File: src/rtl/xcvr_pkg.sv
package xcvr_pkg;
  parameter int unsigned DATA_W = 18;
  parameter int unsigned SYNC_STAGES = 2;
  typedef logic [DATA_W-1:0] word_t;
endpackage

File: src/rtl/strobe_edge_det.sv
module strobe_edge_det #(
  parameter int unsigned STAGES = xcvr_pkg::SYNC_STAGES
) (
  input  logic clk_i,
  input  logic rst_ni,
  input  logic strobe_i,
  output logic rise_o
);
  logic [STAGES-1:0] sync_q;
  logic              prev_q;

  generate
    for (genvar i = 0; i < STAGES; i++) begin : g_sync
      always_ff @(posedge clk_i or negedge rst_ni) begin
        if (!rst_ni)     sync_q[i] <= 1'b0;
        else if (i == 0) sync_q[i] <= strobe_i;
        else             sync_q[i] <= sync_q[(i > 0) ? i-1 : 0];
      end
    end
  endgenerate

  always_ff @(posedge clk_i or negedge rst_ni) begin
    if (!rst_ni) prev_q <= 1'b0;
    else         prev_q <= sync_q[STAGES-1];
  end

  assign rise_o = sync_q[STAGES-1] & ~prev_q;

  AST_SINGLE_PULSE: assert property (@(posedge clk_i) disable iff (!rst_ni)
    rise_o |=> !rise_o);
endmodule

File: src/rtl/xcvr_lane.sv
module xcvr_lane
  import xcvr_pkg::*;
(
  input  logic  clk_i,
  input  logic  rst_ni,
  input  word_t data_i,
  input  logic  le_i,
  input  logic  rise_i,
  input  logic  clken_ni,
  input  logic  oe_ni,
  output word_t data_o,
  output word_t oe_o
);
  word_t store_q;
  logic  load;

  // transparent mode tracks input every cycle so a falling le freezes last value
  assign load = le_i | (rise_i & ~clken_ni);

  always_ff @(posedge clk_i or negedge rst_ni) begin
    if (!rst_ni)   store_q <= '0;
    else if (load) store_q <= data_i;
  end

  assign data_o = le_i ? data_i : store_q;
  assign oe_o   = rst_ni ? {DATA_W{~oe_ni}} : '0;

  AST_TRACK_IN_LE: assert property (@(posedge clk_i) disable iff (!rst_ni)
    le_i |=> store_q == $past(data_i));
  AST_CAPTURE: assert property (@(posedge clk_i) disable iff (!rst_ni)
    (!le_i && rise_i && !clken_ni) |=> store_q == $past(data_i));
  AST_GATED: assert property (@(posedge clk_i) disable iff (!rst_ni)
    (!le_i && clken_ni) |=> $stable(store_q));
  AST_HOLD: assert property (@(posedge clk_i) disable iff (!rst_ni)
    (!le_i && !rise_i) |=> $stable(store_q));
  AST_OE_NO_TOUCH: assert property (@(posedge clk_i) disable iff (!rst_ni)
    (!le_i && !rise_i && $changed(oe_ni)) |=> $stable(store_q));
  always_comb begin
    if (!rst_ni) AST_OE_RESET: assert (oe_o == '0);
  end
endmodule

File: src/rtl/bus_xcvr_latreg.sv
module bus_xcvr_latreg
  import xcvr_pkg::*;
(
  input  logic              clk_i,
  input  logic              rst_ni,
  input  logic [DATA_W-1:0] a_i,
  output logic [DATA_W-1:0] a_o,
  output logic [DATA_W-1:0] a_oe_o,
  input  logic [DATA_W-1:0] b_i,
  output logic [DATA_W-1:0] b_o,
  output logic [DATA_W-1:0] b_oe_o,
  input  logic              ab_oe_ni,
  input  logic              ab_le_i,
  input  logic              ab_strobe_i,
  input  logic              ab_clken_ni,
  input  logic              ba_oe_ni,
  input  logic              ba_le_i,
  input  logic              ba_strobe_i,
  input  logic              ba_clken_ni
);
  logic ab_rise, ba_rise;

  strobe_edge_det u_ab_edge (.clk_i, .rst_ni, .strobe_i(ab_strobe_i), .rise_o(ab_rise));
  strobe_edge_det u_ba_edge (.clk_i, .rst_ni, .strobe_i(ba_strobe_i), .rise_o(ba_rise));

  xcvr_lane u_ab (
    .clk_i, .rst_ni, .data_i(a_i), .le_i(ab_le_i), .rise_i(ab_rise),
    .clken_ni(ab_clken_ni), .oe_ni(ab_oe_ni), .data_o(b_o), .oe_o(b_oe_o)
  );
  xcvr_lane u_ba (
    .clk_i, .rst_ni, .data_i(b_i), .le_i(ba_le_i), .rise_i(ba_rise),
    .clken_ni(ba_clken_ni), .oe_ni(ba_oe_ni), .data_o(a_o), .oe_o(a_oe_o)
  );

  AST_OE_POLARITY: assert property (@(posedge clk_i) disable iff (!rst_ni)
    (b_oe_o == {DATA_W{~ab_oe_ni}}) && (a_oe_o == {DATA_W{~ba_oe_ni}}));
  AST_TRANSPARENT: assert property (@(posedge clk_i) disable iff (!rst_ni)
    (ab_le_i |-> b_o == a_i) and (ba_le_i |-> a_o == b_i));
endmodule

File: config.mk
export PLATFORM = sky130hd
export DESIGN_NAME = bus_xcvr_latreg
export DESIGN_NICKNAME = d
export VERILOG_FILES = /design/src/rtl/xcvr_pkg.sv /design/src/rtl/strobe_edge_det.sv /design/src/rtl/xcvr_lane.sv /design/src/rtl/bus_xcvr_latreg.sv
export SDC_FILE = /design/constraint.sdc
export NUM_CORES = 1
export LEC_CHECK = 0
export ABC_AREA = 1
export BUFFER_PORTS_ARGS = -buffer_cell sky130_fd_sc_hd__buf_4
export CORE_ASPECT_RATIO = 1.4
export CORE_MARGIN = 8
export CORE_UTILIZATION = 42
export DETAILED_ROUTE_END_ITERATION = 6
export GPL_ROUTABILITY_DRIVEN = 0
export GPL_TIMING_DRIVEN = 0
export PLACE_DENSITY = 0.86
export SYNTH_ARGS = -nofsm -noshare
export SYNTH_HDL_FRONTEND = slang
export SYNTH_HIERARCHICAL = 1
export SYNTH_SLANG_ARGS = --single-unit
File: constraint.sdc
create_clock -name clk_i -period 1.1 [get_ports clk_i]
set_input_delay 0.11 -clock clk_i [delete_from_list [all_inputs] [get_ports clk_i]]
set_output_delay 0.11 -clock clk_i [all_outputs]
set_load 0.01 [all_outputs]
==> metrics.cfg <==
[status]
run_status=complete, but fails checks
failed_checks=negative hold slack

[route]
wl_per_cell_um=13.5
routed_wl_um=7110
routedLengthMet1_um=2640
met2WireLength_um=3520
ant_nets=0
drt-initial-drc-count=120
drt_first_pass_iters=4
via_per_inst=4.67
vias=2454
routed.top_layer=met4
route.met3.wl_um=872
post-route-drc-count=0

[power]
power.ir.vdd_worst_mv=0.756
sw_frac_of_total_pct=29.0
p_leak_nw=2.18
clock_power_share_pct=25.1
power_report.internal_total_mw=2.85
power_per_cell_area_nw_per_um2=1080
p_switching_mw=1.17
sequentialPowerShare_pct=44.0
power.share.combinational_pct=30.9
finalPower_mw=4.01

[finish]
nNetsFinal=503
final_layout_size_suffix_gt1_share_pct=41.7
area.growth.synth_to_final_pct=53.5
final.fill_count=492
antennaDiodeCount=0
post-route-cell-area_um2=3700

[placement]
place.detailed.hpwl_um=5240
preCtsSetupSlack_ns=-0.538
count_of_input_and_output_buffers=115
placedInstanceArea_um2=3370

[synth]
mappedNetlistNets=368
yosysWarningCount=6
synth_cell_type_count=13
top_cells_by_area_in_the_synthesized_netlist=sky130_fd_sc_hd__dfrtp_1, sky130_fd_sc_hd__nand2_1, sky130_fd_sc_hd__buf_4, sky130_fd_sc_hd__nand3_1, sky130_fd_sc_hd__buf_6
synth.ff_latch_count=42
post_synth_inst_count=322
post_synth.cell_area_avg_um2=7.49
synthDominantCellAreaShare_pct=43.6
synthDominantAreaCellType=sky130_fd_sc_hd__dfrtp_1
total_standard_cell_area_after_synthesis_um2=2410
yosysSeqAreaShare_pct=43.6

[setup_path]
worstPathCellList=nand2_1, nand2_1, buf_6
crit_path_top_delay_cell=sky130_fd_sc_hd__dfrtp_1
worstSetupStartpointType=register
r2r_setup_slk_ns=0.05
path_max_fanout=2
worst_ep_arrival_time_ns=0.95
crit_required_ns=0.99
timing.setup.critical_path_class=reg2out
timing.critical_path.slowest_cell_delay_ns=0.39
reg2reg_depth=6
regToRegEndpoint=u_ba/store_q[9]
critical_path.reg2reg.startpoint=u_ba_edge/sync_q[1]
critical_path.endpoint_type=output port
critical_path.most_common_cell=sky130_fd_sc_hd__nand2_1

[floorplanning]
floorplan.die_area_um2=8460
chipHeight_um=106
io_pins=118
initial_utilization_pct=43.7
placeableCoreArea_um2=5530
rows=32
die_w_um=80.1

[timing]
drv_slew=0
grt_setup_unrepaired=yes
rel_slew_slack_pct=85.8
actual_slew_at_the_worst_max_slew_pin_ns=0.213
setup_viol=0
timing.final.crit_share_pct=96.6
holdWs_ns=-0.374
skew_ns=0.00220
fin_hold_viols=20
final_critical_path_setup_slack_ns=0.0372
final.min_clock_period_ns=1.06
fmaxAchievable_mhz=941

[clock_tree]
cts_inserted_buffers=5
clock_tree_from_tritoncts=yes
cts.reportedPaths.clkPinSlew_ns=0.08
clockRootBuffer=sky130_fd_sc_hd__clkbuf_8
clock_tree.buffer_depth=2
clk_latency_ns=0.28
numClockSinks=42
ctsHtreeMaxLevel=2

[grt]
grt_antenna_before_repair=0
grt-ovfl-total=0
grt_pass1_wl_um=11400
grtUsageTotal_pct=16.2
pin_count_of_the_biggest_net_entering_global_routing=45
grt_pass1_vias=2485

[job]
drv_cap=0

[hold_path]
holdCritPathClass=in2async

-- per-stage QoR --
stage               setup TNS [ns]  utilization, %  std cells
floorplan                        0               -        322
global placement            -17.28            60.9        505
detailed placement          -18.97            60.9        505
CTS                              0            64.7        520
global route               -0.0864            67.0        526
finish                           0            67.0        526
-- routing by layer --
| layer | track usage, % | vias to the layer above |
|---|---|---|
| li1 | - | 1225 |
| met1 | 17.3 | 1109 |
| met2 | 27.7 | 112 |
| met3 | 8.08 | 8 |
| met4 | 3.66 | 0 |
| met5 | 0 | - |
-- power groups by stage --
stage                     sequential [mW]  combinational, mW  clock (mW)
after floorplan                      1.77              0.600           0
after global placement               1.78               1.13           0
after detailed placement             1.79               1.15           0
after CTS                            1.76               1.20        1.05
after global routing                 1.78               1.38        1.11
final                                1.77               1.24        1.01
-- Yosys cell counts --
| cell type | instances |
|---|---|
| sky130_fd_sc_hd__buf_4 | 38 |
| sky130_fd_sc_hd__inv_8 | 2 |
| sky130_fd_sc_hd__nand3_1 | 36 |
| sky130_fd_sc_hd__inv_1 | 6 |
| sky130_fd_sc_hd__nand2_4 | 2 |
| sky130_fd_sc_hd__buf_2 | 2 |
| sky130_fd_sc_hd__nand2_8 | 2 |
| sky130_fd_sc_hd__dfrtp_1 | 42 |
| sky130_fd_sc_hd__nor2_1 | 2 |
| sky130_fd_sc_hd__clkbuf_4 | 2 |
| sky130_fd_sc_hd__buf_6 | 6 |
| sky130_fd_sc_hd__nand2_1 | 180 |
| sky130_fd_sc_hd__nor2_2 | 2 |
-- worst max-delay path by stage --
stage,from,depth (start not counted),end,slack [ns]
5_1_grt,u_ba/store_q[5],3,a_o[5],-0.02
3_3_place_gp,rst_ni,5,a_oe_o[13],-0.49
3_5_place_dp,rst_ni,5,a_oe_o[1],-0.54
4_1_cts,u_ba_edge/prev_q,6,u_ba/store_q[8],0.03
6_report,u_ba/store_q[5],3,a_o[5],0.04
2_1_floorplan,u_ab_edge/prev_q,5,u_ab/store_q[10],0.09
-- layout by cell type, fill, tap and decap left out, drive strengths merged --
cell type,count
clkinv,1
nor2,4
buf,170
dfrtp,42
dlygate4sd3,3
clkbuf,9
inv,8
nand2,185
nand3,36
-- final cells by class --
cell class | count | area, um^2 | area share (%)
well taps | 68 | 85.1 | 2.30
repair buffers | 129 | 1090 | 29.5
plain buffers | 46 | 370 | 10.0
clock buffers | 7 | 86.3 | 2.33
flip-flops and latches | 42 | 1050 | 28.4
clock inverters | 1 | 5.00 | 0.135
multi-input cells | 225 | 970 | 26.2
inverters | 8 | 45.0 | 1.22
-- critical path: cells and delay by family, from the launching register on --
family / cells / cell delay [ns]
simple gates: 2 / 0.15
buf+inv: 1 / 0.13
flops: 1 / 0.39
-- sequential cells by signal, indices dropped and copies added (netlist names) --
signal / count
u_ab/store_q: 18
u_ab_edge/prev_q: 1
u_ab_edge/sync_q: 2
u_ba/store_q: 18
u_ba_edge/prev_q: 1
u_ba_edge/sync_q: 2
-- logic make-up (layout without fill, tap and decap cells) --
| group | count (synthesis) | in the layout | share of synthesized area (%) |
|---|---|---|---|
| buf+inv | 56 | 191 | 17.5 |
| simple gates | 224 | 225 | 38.9 |
| flops | 42 | 42 | 43.6 |
-- repair_timing --
| item | CTS | global route |
|---|---|---|
| setup buffers | 5 | 3 |
| pin swaps | 4 | 14 |
| endpoints found under the setup margin | 56 | 55 |
| hold buffers | 2 | 2 |
| resized for setup | 7 | 11 |
| gates cloned | 0 | 3 |
| hold endpoints to repair | 44 | 42 |
(Power assumes the default switching activity.)
